===== src/rtl/adcc_pkg.sv =====
package adcc_pkg;

    // Width of one coarse stage code
    localparam int CODE_W = 2;

    typedef logic [CODE_W-1:0] stage_code_t;

    // Map the illegal code 3 onto the top legal code 2
    function automatic stage_code_t fold_code(input stage_code_t c);
        return (c == 2'b11) ? 2'b10 : c;
    endfunction

endpackage


===== src/rtl/code_delay_line.sv =====
// code_delay_line
// Delays one coarse stage code by DEPTH clock cycles. The code is folded
// to a legal value as it enters.
// Assumes DEPTH >= 1. It advances only while en is high and holds otherwise.
module code_delay_line
    import adcc_pkg::*;
#(
    parameter int DEPTH = 1
) (
    input  logic        clk,
    input  logic        rst_n,
    input  logic        en,
    input  stage_code_t code_in,
    output stage_code_t code_out
);

    stage_code_t taps [DEPTH];

    // Shift chain: fold at entry, advance one tap per enabled cycle
    always_ff @(posedge clk) begin
        if (!rst_n) begin
            for (int j = 0; j < DEPTH; j++) taps[j] <= '0;
        end else if (en) begin
            taps[0] <= fold_code(code_in);
            for (int j = 1; j < DEPTH; j++) taps[j] <= taps[j-1];
        end
    end

    assign code_out = taps[DEPTH-1];


    legal_code_chk: assert property (@(posedge clk) disable iff (!rst_n)
        code_out != 2'b11);


    freeze_tap_chk: assert property (@(posedge clk) disable iff (!rst_n)
        !en |=> $stable(code_out));

endmodule


===== src/rtl/stage_aligner.sv =====
// stage_aligner
// Time-aligns the coarse stage codes. Stage i (0-based) is delayed
// N_STAGES-i cycles, so that all its codes meet the flash code of the same
// sample in one cycle.
// Assumes stage i+1 codes arrive one cycle after stage i codes.
module stage_aligner
    import adcc_pkg::*;
#(
    parameter int N_STAGES = 7
) (
    input  logic                      clk,
    input  logic                      rst_n,
    input  logic                      en,
    input  logic [N_STAGES-1:0][CODE_W-1:0] codes_in,
    output logic [N_STAGES-1:0][CODE_W-1:0] codes_aligned
);

    // One delay line per coarse stage, depth shrinking toward the flash
    for (genvar i = 0; i < N_STAGES; i++) begin : g_lane
        code_delay_line #(
            .DEPTH(N_STAGES - i)
        ) i_lane (
            .clk     (clk),
            .rst_n   (rst_n),
            .en      (en),
            .code_in (codes_in[i]),
            .code_out(codes_aligned[i])
        );
    end

endmodule


===== src/rtl/overlap_merge.sv =====
// overlap_merge
// Adds the aligned coarse codes with a one-bit overlap and registers the
// result. The flash code has weight 1. Coarse stage i has weight
// 2^(FLASH_W-1+N_STAGES-1-i).
// Assumes codes are already folded to 0..2. The sum then fits OUT_W bits.
module overlap_merge
    import adcc_pkg::*;
#(
    parameter int N_STAGES = 7,
    parameter int FLASH_W  = 3
) (
    input  logic                            clk,
    input  logic                            rst_n,
    input  logic                            en,
    input  logic [N_STAGES-1:0][CODE_W-1:0] codes_aligned,
    input  logic [FLASH_W-1:0]              flash_code,
    output logic [N_STAGES+FLASH_W-1:0]     word_q
);

    localparam int OUT_W = N_STAGES + FLASH_W;
    localparam int SUM_W = OUT_W + 1;

    logic [SUM_W-1:0] acc;

    // Weighted overlapping sum of all stage contributions
    always_comb begin
        acc = SUM_W'(flash_code);
        for (int i = 0; i < N_STAGES; i++) begin
            acc = acc + (SUM_W'(codes_aligned[i]) << (FLASH_W - 1 + N_STAGES - 1 - i));
        end
    end

    // Output word register, frozen while disabled
    always_ff @(posedge clk) begin
        if (!rst_n)  word_q <= '0;
        else if (en) word_q <= acc[OUT_W-1:0];
    end


    no_overflow_chk: assert property (@(posedge clk) disable iff (!rst_n)
        en |-> !acc[SUM_W-1]);


    word_hold_chk: assert property (@(posedge clk) disable iff (!rst_n)
        !en |=> $stable(word_q));

endmodule


===== src/rtl/fill_tracker.sv =====
// fill_tracker
// Counts active edges since reset or since power-down ended. It raises
// valid once LATENCY edges have refilled the pipeline.
// Assumes pwr_down stops the pipeline, so the count restarts from zero.
module fill_tracker #(
    parameter int LATENCY = 8
) (
    input  logic clk,
    input  logic rst_n,
    input  logic pwr_down,
    output logic valid
);

    localparam int CNT_W = $clog2(LATENCY + 1);
    localparam logic [CNT_W-1:0] FULL = CNT_W'(LATENCY);

    logic [CNT_W-1:0] cnt;

    // Saturating fill counter, cleared by reset and by power-down
    always_ff @(posedge clk) begin
        if (!rst_n)             cnt <= '0;
        else if (pwr_down)      cnt <= '0;
        else if (cnt != FULL)   cnt <= cnt + 1'b1;
    end

    assign valid = (cnt == FULL) && !pwr_down;


    fill_bound_chk: assert property (@(posedge clk) disable iff (!rst_n)
        cnt <= FULL);


    valid_keep_chk: assert property (@(posedge clk) disable iff (!rst_n)
        (valid && !pwr_down) |=> (valid || pwr_down));


    refill_chk: assert property (@(posedge clk) disable iff (!rst_n)
        $rose(valid) |-> ($past(cnt) == FULL - 1'b1 || $past(pwr_down)));

endmodule


===== src/rtl/pipe_adc_correct.sv =====
// pipe_adc_correct
// Digital back end of a pipelined converter with N_STAGES coarse 1.5-bit
// stages and one FLASH_W-bit flash. It aligns the staggered codes, merges
// them into an OUT_W-bit word and tracks pipeline fill.
// Assumes the pad ring turns its data drivers off when out_drive_en is low.
module pipe_adc_correct #(
    parameter int N_STAGES = 7,
    parameter int FLASH_W  = 3
) (
    input  logic                          clk,
    input  logic                          rst_n,
    input  logic                          pwr_down,
    input  logic [N_STAGES-1:0][1:0]      stage_codes,
    input  logic [FLASH_W-1:0]            flash_code,
    output logic [N_STAGES+FLASH_W-1:0]   data_out,
    output logic                          data_valid,
    output logic                          out_drive_en
);

    localparam int OUT_W   = N_STAGES + FLASH_W;
    localparam int LATENCY = N_STAGES + 1;

    logic                     run;
    logic [N_STAGES-1:0][1:0] aligned;
    logic [OUT_W-1:0]         word;

    // Pipeline advances only while powered up
    assign run = !pwr_down;

    stage_aligner #(
        .N_STAGES(N_STAGES)
    ) i_align (
        .clk          (clk),
        .rst_n        (rst_n),
        .en           (run),
        .codes_in     (stage_codes),
        .codes_aligned(aligned)
    );

    overlap_merge #(
        .N_STAGES(N_STAGES),
        .FLASH_W (FLASH_W)
    ) i_merge (
        .clk          (clk),
        .rst_n        (rst_n),
        .en           (run),
        .codes_aligned(aligned),
        .flash_code   (flash_code),
        .word_q       (word)
    );

    fill_tracker #(
        .LATENCY(LATENCY)
    ) i_fill (
        .clk     (clk),
        .rst_n   (rst_n),
        .pwr_down(pwr_down),
        .valid   (data_valid)
    );

    // Driver enable and quiet bus while powered down
    assign out_drive_en = run;
    assign data_out     = run ? word : '0;


    quiet_bus_chk: assert property (@(posedge clk) disable iff (!rst_n)
        !out_drive_en |-> (data_out == '0 && !data_valid));

endmodule


===== config.mk =====
export PLATFORM = sky130hd
export DESIGN_NAME = pipe_adc_correct
export DESIGN_NICKNAME = d
export VERILOG_FILES = /design/src/rtl/adcc_pkg.sv /design/src/rtl/code_delay_line.sv /design/src/rtl/stage_aligner.sv /design/src/rtl/overlap_merge.sv /design/src/rtl/fill_tracker.sv /design/src/rtl/pipe_adc_correct.sv
export SDC_FILE = /design/constraint.sdc
export NUM_CORES = 1
export LEC_CHECK = 0
export ABC_CLOCK_PERIOD_IN_PS = 4750
export BUFFER_PORTS_ARGS = -buffer_cell sky130_fd_sc_hd__buf_4
export CAP_MARGIN = 0
export CELL_PAD_IN_SITES_DETAIL_PLACEMENT = 0
export CELL_PAD_IN_SITES_GLOBAL_PLACEMENT = 1
export CORE_MARGIN = 2
export CORE_UTILIZATION = 51
export CTS_CLUSTER_SIZE = 30
export DETAILED_ROUTE_END_ITERATION = 8
export HOLD_SLACK_MARGIN = 0.03
export PLACE_DENSITY = 0.81
export SETUP_SLACK_MARGIN = 0.05
export SYNTH_ARGS = -nofsm -noshare
export SYNTH_HDL_FRONTEND = slang
export SYNTH_SLANG_ARGS = --single-unit

===== constraint.sdc =====
create_clock -name clk -period 4.75 [get_ports clk]
set_input_delay 0.475 -clock clk [delete_from_list [all_inputs] [get_ports clk]]
set_output_delay 0.475 -clock clk [all_outputs]
set_load 0.01 [all_outputs]

== Word-level counts from Yosys, hierarchy flattened ==
Memory sizes are Yosys's and may differ from the RTL's.
Index checks and enable logic that the tools add are counted.

* Bits in registers: 14
* Memory bits (writable): 56
* Input bits: 20
* Output and inout bits: 12
* Logic and storage cells: 99
* Memories kept: 7

* $add $sub $neg: 8
* Equal/unequal tests: 9
* Multiplexer cells: 41
* Bitwise logic cells: 28
* Reduce and logical (&&, ||, !) cells: 4

{| class="wikitable"
|+ Memories
! memory !! depth !! bits a word !! read ports !! clocked after Yosys merged registers in !! wr ports !! RTL line !! source
|-
| i_align.g_lane[0].i_lane.taps || 7 || 2 || 7 || 0 || 7 || code_delay_line.sv:17 || <nowiki>stage_code_t taps [DEPTH];</nowiki>
|-
| i_align.g_lane[1].i_lane.taps || 6 || 2 || 6 || 0 || 6 || code_delay_line.sv:17 ||
|-
| i_align.g_lane[2].i_lane.taps || 5 || 2 || 5 || 0 || 5 || code_delay_line.sv:17 ||
|-
| i_align.g_lane[3].i_lane.taps || 4 || 2 || 4 || 0 || 4 || code_delay_line.sv:17 ||
|-
| i_align.g_lane[4].i_lane.taps || 3 || 2 || 3 || 0 || 3 || code_delay_line.sv:17 ||
|-
| i_align.g_lane[5].i_lane.taps || 2 || 2 || 2 || 0 || 2 || code_delay_line.sv:17 ||
|-
| 1 more memories || n/a || n/a || n/a || n/a || n/a || n/a ||
|}

{| class="wikitable"
|+ Operator list
! cell !! number
|-
| 2-bit two-way mux || 35
|-
| 1-bit bitwise OR || 27
|-
| 2-bit == test, second input constant || 7
|-
| 10-bit by 4-bit adder with 10-bit output || 1
|-
| 10-bit by 5-bit adder with 10-bit output || 1
|-
| 10-bit by 6-bit adder with 10-bit output || 1
|-
| 10-bit by 7-bit adder with 10-bit output || 1
|-
| 10-bit by 8-bit adder with 10-bit output || 1
|-
| 10-bit by 9-bit adder with 10-bit output || 1
|-
| 3-bit by 10-bit adder with 10-bit output || 1
|-
| 10-bit two-way mux || 1
|-
| 1-bit two-way mux || 5
|-
| 4-bit by 1-bit adder with 4-bit output, second input constant || 1
|-
| 4-bit == test, second input constant || 1
|-
| 4-bit != test, second input constant || 1
|-
| 2-bit OR reduction || 2
|-
| 1-bit logical AND || 1
|-
| 1-bit zero test || 1
|-
| 1-bit NOT || 1
|}

== Depth between registers and ports, before layout ==
* Word-level depth: 7
* Depth in mapped cells: 6
* Mapped depth without buffers: 6

== Cells and area by module ==
Synthesis repeated with hierarchy kept, for this count alone.

* Cell total of the unflattened synthesis: 245
* Area total of the unflattened synthesis: 3276.9 µm²

{| class="wikitable"
|+ Modules (own cells, without submodules)
! module !! instances !! cells each !! area each (µm²) !! sequential area each (µm²)
|-
| overlap_merge || 1 || 79 || 681.9 || 200.2
|-
| code_delay_line at i_align.g_lane[0].i_lane || 1 || 31 || 538.0 || 420.4
|-
| code_delay_line at i_align.g_lane[1].i_lane || 1 || 27 || 466.7 || 360.3
|-
| code_delay_line at i_align.g_lane[2].i_lane || 1 || 25 || 407.9 || 300.3
|-
| code_delay_line at i_align.g_lane[3].i_lane || 1 || 17 || 309.0 || 240.2
|-
| fill_tracker || 1 || 23 || 254.0 || 80.1
|-
| code_delay_line at i_align.g_lane[4].i_lane || 1 || 15 || 249.0 || 180.2
|-
| code_delay_line at i_align.g_lane[5].i_lane || 1 || 11 || 173.9 || 120.1
|-
| pipe_adc_correct || 1 || 12 || 112.6 || 0.0
|-
| code_delay_line at i_align.g_lane[6].i_lane || 1 || 5 || 83.8 || 60.1
|}

== Least setup slack after synthesis ==
No wires, ideal clock.

* Path type: input-to-reg
* Start: input pwr_down
* End: memory i_align.g_lane[0].i_lane.taps[0][0] (netlist bit) (enable)
* Library setup time: 0.636 ns
* Arrival: 1.917 ns
* Required time: 4.114 ns
* Setup slack: 2.196 ns
* Stages on the path: 3
* Buffers on the path: 2
* Cell sequence: buf_2 -> clkbuf_1 -> nand2_1

{| class="wikitable"
|+ RTL lines
! item !! RTL line !! source
|-
| start, declared || pipe_adc_correct.sv:12 || <nowiki>input logic pwr_down,</nowiki>
|-
| end, declared || code_delay_line.sv:17 ||
|}

== Worst setup path after layout ==
* Start: register i_fill.cnt[0]
* End: output data_valid

* Word-level cells in the longest chain between the ends: 2

{| class="wikitable"
|+ RTL lines
! item !! RTL line !! source
|-
| start, declared || fill_tracker.sv:17 || <nowiki>logic [CNT_W-1:0] cnt;</nowiki>
|-
| start signal, assigned || fill_tracker.sv:23 || <nowiki>else if (cnt != FULL) cnt <= cnt + 1'b1;</nowiki>
|-
| 4-bit == test || fill_tracker.sv:26 || <nowiki>assign valid = (cnt == FULL) && !pwr_down;</nowiki>
|-
| 1-bit logical AND || fill_tracker.sv:26 ||
|-
| end, declared || pipe_adc_correct.sv:16 || <nowiki>output logic data_valid,</nowiki>
|}

Every way passes these cells.

==> flow_metrics.env <==
export IMPL_slew_violations=0
export IMPL_die_area_sq_um=6540
export IMPL_place_ws_ns=2.88
export IMPL_p_leak_nw=1.42
export IMPL_multi_input_area_sq_um=971
export IMPL_die_h_microns=80.9
export IMPL_cts_tree="built"
export IMPL_outcome="completed"
export IMPL_row_count=27
export IMPL_post_drt_via_cell_ratio=4.93
export IMPL_avgSynthCellArea_sq_um=13.5
export IMPL_setup_violations=0
export IMPL_grt_use_total=0.137
export IMPL_fin_util=0.617
export IMPL_ys_top_cells_by_area="edfxtp_1 (56%), and2_1 (10%), dfxtp_1 (9.3%)"
export IMPL_path_delay_family="simple AND/OR/NAND/NOR gates"
export IMPL_final_cell_mix="edfxtp_1 (56), and2_1 (50), buf_4 (33)"
export IMPL_route_detailed_drc=0
export IMPL_netlist_instances=224
export IMPL_dpl_cell_area_sq_um=3290
export IMPL_hold_buffers=0
export IMPL_gp_congestion=0.655
export IMPL_antenna_cells=0
export IMPL_finalPower_mw=1.21
export IMPL_overflow=0
export IMPL_routed_wl_microns=3910
export IMPL_clkSlewWorstSetupHoldPaths_ns=0.07
export IMPL_final_cell_area_sq_um=3460
export IMPL_io_buffers=31
export IMPL_dp_final_hpwl_microns=2400
export IMPL_dr_pass1_iters=4
export IMPL_hold_viol_final=0
export IMPL_ant_nets=0
export IMPL_postCtsSetupRepairBufs=0
export IMPL_ys_ff_latch=70
export IMPL_htreeDepth=3
export IMPL_tightest_slew_ns=0.678
export IMPL_yosysWarnings=0
export IMPL_arrival_ns=1.47
export IMPL_cp_max_fo=4
export IMPL_rsz0062_at_grt="no"
export IMPL_vias=1651
export IMPL_cts_root_buf="clkbuf_8"
export IMPL_cts_resized=0
export IMPL_maxCapViolCount=0
export IMPL_synth_top_area_share=0.558
export IMPL_cp_start_kind="flop"
export IMPL_syn_cell_area_sq_um=3010
export IMPL_final_cell_count_no_fill=335
export IMPL_antenna_found_initial=0
export IMPL_drive_above_1_share=0.209
export IMPL_numCtsBuffers=9
export IMPL_setup_worst_path_end_class="output port"
export IMPL_fill_cells=465
export IMPL_path_buf_inv=2
export IMPL_yosysTopAreaCell="edfxtp_1"
export IMPL_fmax_ghz=0.513
export IMPL_insertion_delay_ns=0.33
export IMPL_drt_iter0_drc=90
export IMPL_synthToLayoutAreaGrowth_pct=14.8
export IMPL_whs_ns=0.402
export IMPL_worstSetupPathType="flop to output port"
export IMPL_tns_ns=0
export IMPL_relSlewSlack=0.548
export IMPL_finalCriticalPeriod_ns=1.95
export IMPL_grt_pass1_wl_microns=6690
export IMPL_initial_core_util=0.537
export IMPL_final_seq_area_sq_um=1960
export IMPL_core_area_sq_um=5610
export IMPL_io_pins=32
export IMPL_peakVddDrop_v=0.000208
export IMPL_clockBufferDepth=2
export IMPL_grt_pass1_vias=1539
export IMPL_hold_class="primary input to flop"
export IMPL_crit_required_ns=4.28
export IMPL_crit_chain="inv_1 -> ha_1 -> nand2_1 -> or2_2 -> nor2_1 -> buf_4"
export IMPL_fin_crit_sh=0.410
export IMPL_final_common_cell="edfxtp_1"
export IMPL_cp_slowest_cell="dfxtp_1"
export IMPL_cts_sink_count=70
export IMPL_fp_dieW_microns=80.9
export IMPL_cpPeakStageDelay_ns=0.34
export IMPL_synth_distinct_cells=35
export IMPL_synthesis_nets=254
export IMPL_dp_cells=319
export IMPL_power_density_nw_per_um2=351
export IMPL_wire_per_inst_microns=11.7
export IMPL_grt_max_degree=57
export IMPL_setup_slack_ns=2.80
export IMPL_synth_seq_area_share=0.651
export IMPL_finClkSkew_ns=0.00538
export IMPL_nets=288
## final timing paths
| kind | start | to | slack (ns) | cells past startpoint |
|---|---|---|---|---|
| worst min register to register | i_merge.word_q[4]$_SDFFE_PN0N_ | i_merge.word_q[4]$_SDFFE_PN0N_ | 0.48 | 1 |
| worst min-delay path | flash_code[0] | i_merge.word_q[0]$_SDFFE_PN0N_ | 0.40 | 3 |
| worst max register to register | i_align.g_lane[6].i_lane.taps[0][0]$_SDFFCE_PP0P_ | i_merge.word_q[8]$_SDFFE_PN0N_ | 3.06 | 6 |
| worst max-delay path | i_fill.cnt[0]$_SDFFE_PN0P_ | data_valid | 2.80 | 6 |
## power breakdown
part | switching [mW] | internal [mW] | total (mW)
logic | 0.0505 | 0.0477 | 0.0982
registers | 0.0110 | 0.703 | 0.714
clock network | 0.214 | 0.187 | 0.401
## worst register-to-register path: cells and delay by family (launching register included)
kind / cells / cell delay, ns
DFF: 1 / 0.37
AOI/OAI and AO/OA: 3 / 0.48
and+or+nand+nor: 1 / 0.12
adders and majority gates: 2 / 0.64
## registers in the layout (all words and copies together) (netlist names)
signal / cells
i_fill.cnt: 4
i_merge.word_q: 10
i_align.g_lane.i_lane.taps: 56
## kinds of logic after synthesis
logic type	after synthesis	share of synthesized area
adders and majority gates	10	0.0440
muxes	7	0.0232
buffers and inverters	16	0.0286
AOI/OAI and AO/OA	23	0.0523
xor gates and xnor gates	6	0.0174
DFF	70	0.651
and+or+nand+nor	92	0.183
## layer usage
layer | share of wire | up-vias | global-route usage | wire, microns
li1 | - | 849 | - | -
met1 | 0.46 | 761 | 0.164 | 1810
met5 | 0 | - | 0 | 0
met4 | 0.013 | 0 | 0.0610 | 52
met2 | 0.47 | 36 | 0.222 | 1840
met3 | 0.053 | 5 | 0.0500 | 209
## cell usage after synthesis (all sizes together)
library cell and instances:
a211oi 2, a21o 1, a21oi 3, a31oi 1, a41oi 1, and2 50, buf 7, clkbuf 3
dfxtp 14, edfxtp 56, fa 1, ha 9, inv 6, mux2i 7, nand2 6, nand2b 1
nand3 5, nand3b 1, nor2 5, nor2b 15, nor3 1, nor3b 7, o211a 1, o21a 3
o21ai 9, o31ai 2, or2 1, xnor2 2, xor2 4
## area by class of cell
| class | instances | area share |
|---|---|---|
| multi-input combinational | 138 | 0.281 |
| sequential | 70 | 0.567 |
| clock buffer | 10 | 0.0369 |
| clock inverter | 6 | 0.0112 |
| timing repair buffer | 33 | 0.0716 |
| tap | 72 | 0.0260 |
| inverter | 6 | 0.00651 |
Note: power is estimated with default switching activity, not from simulation.
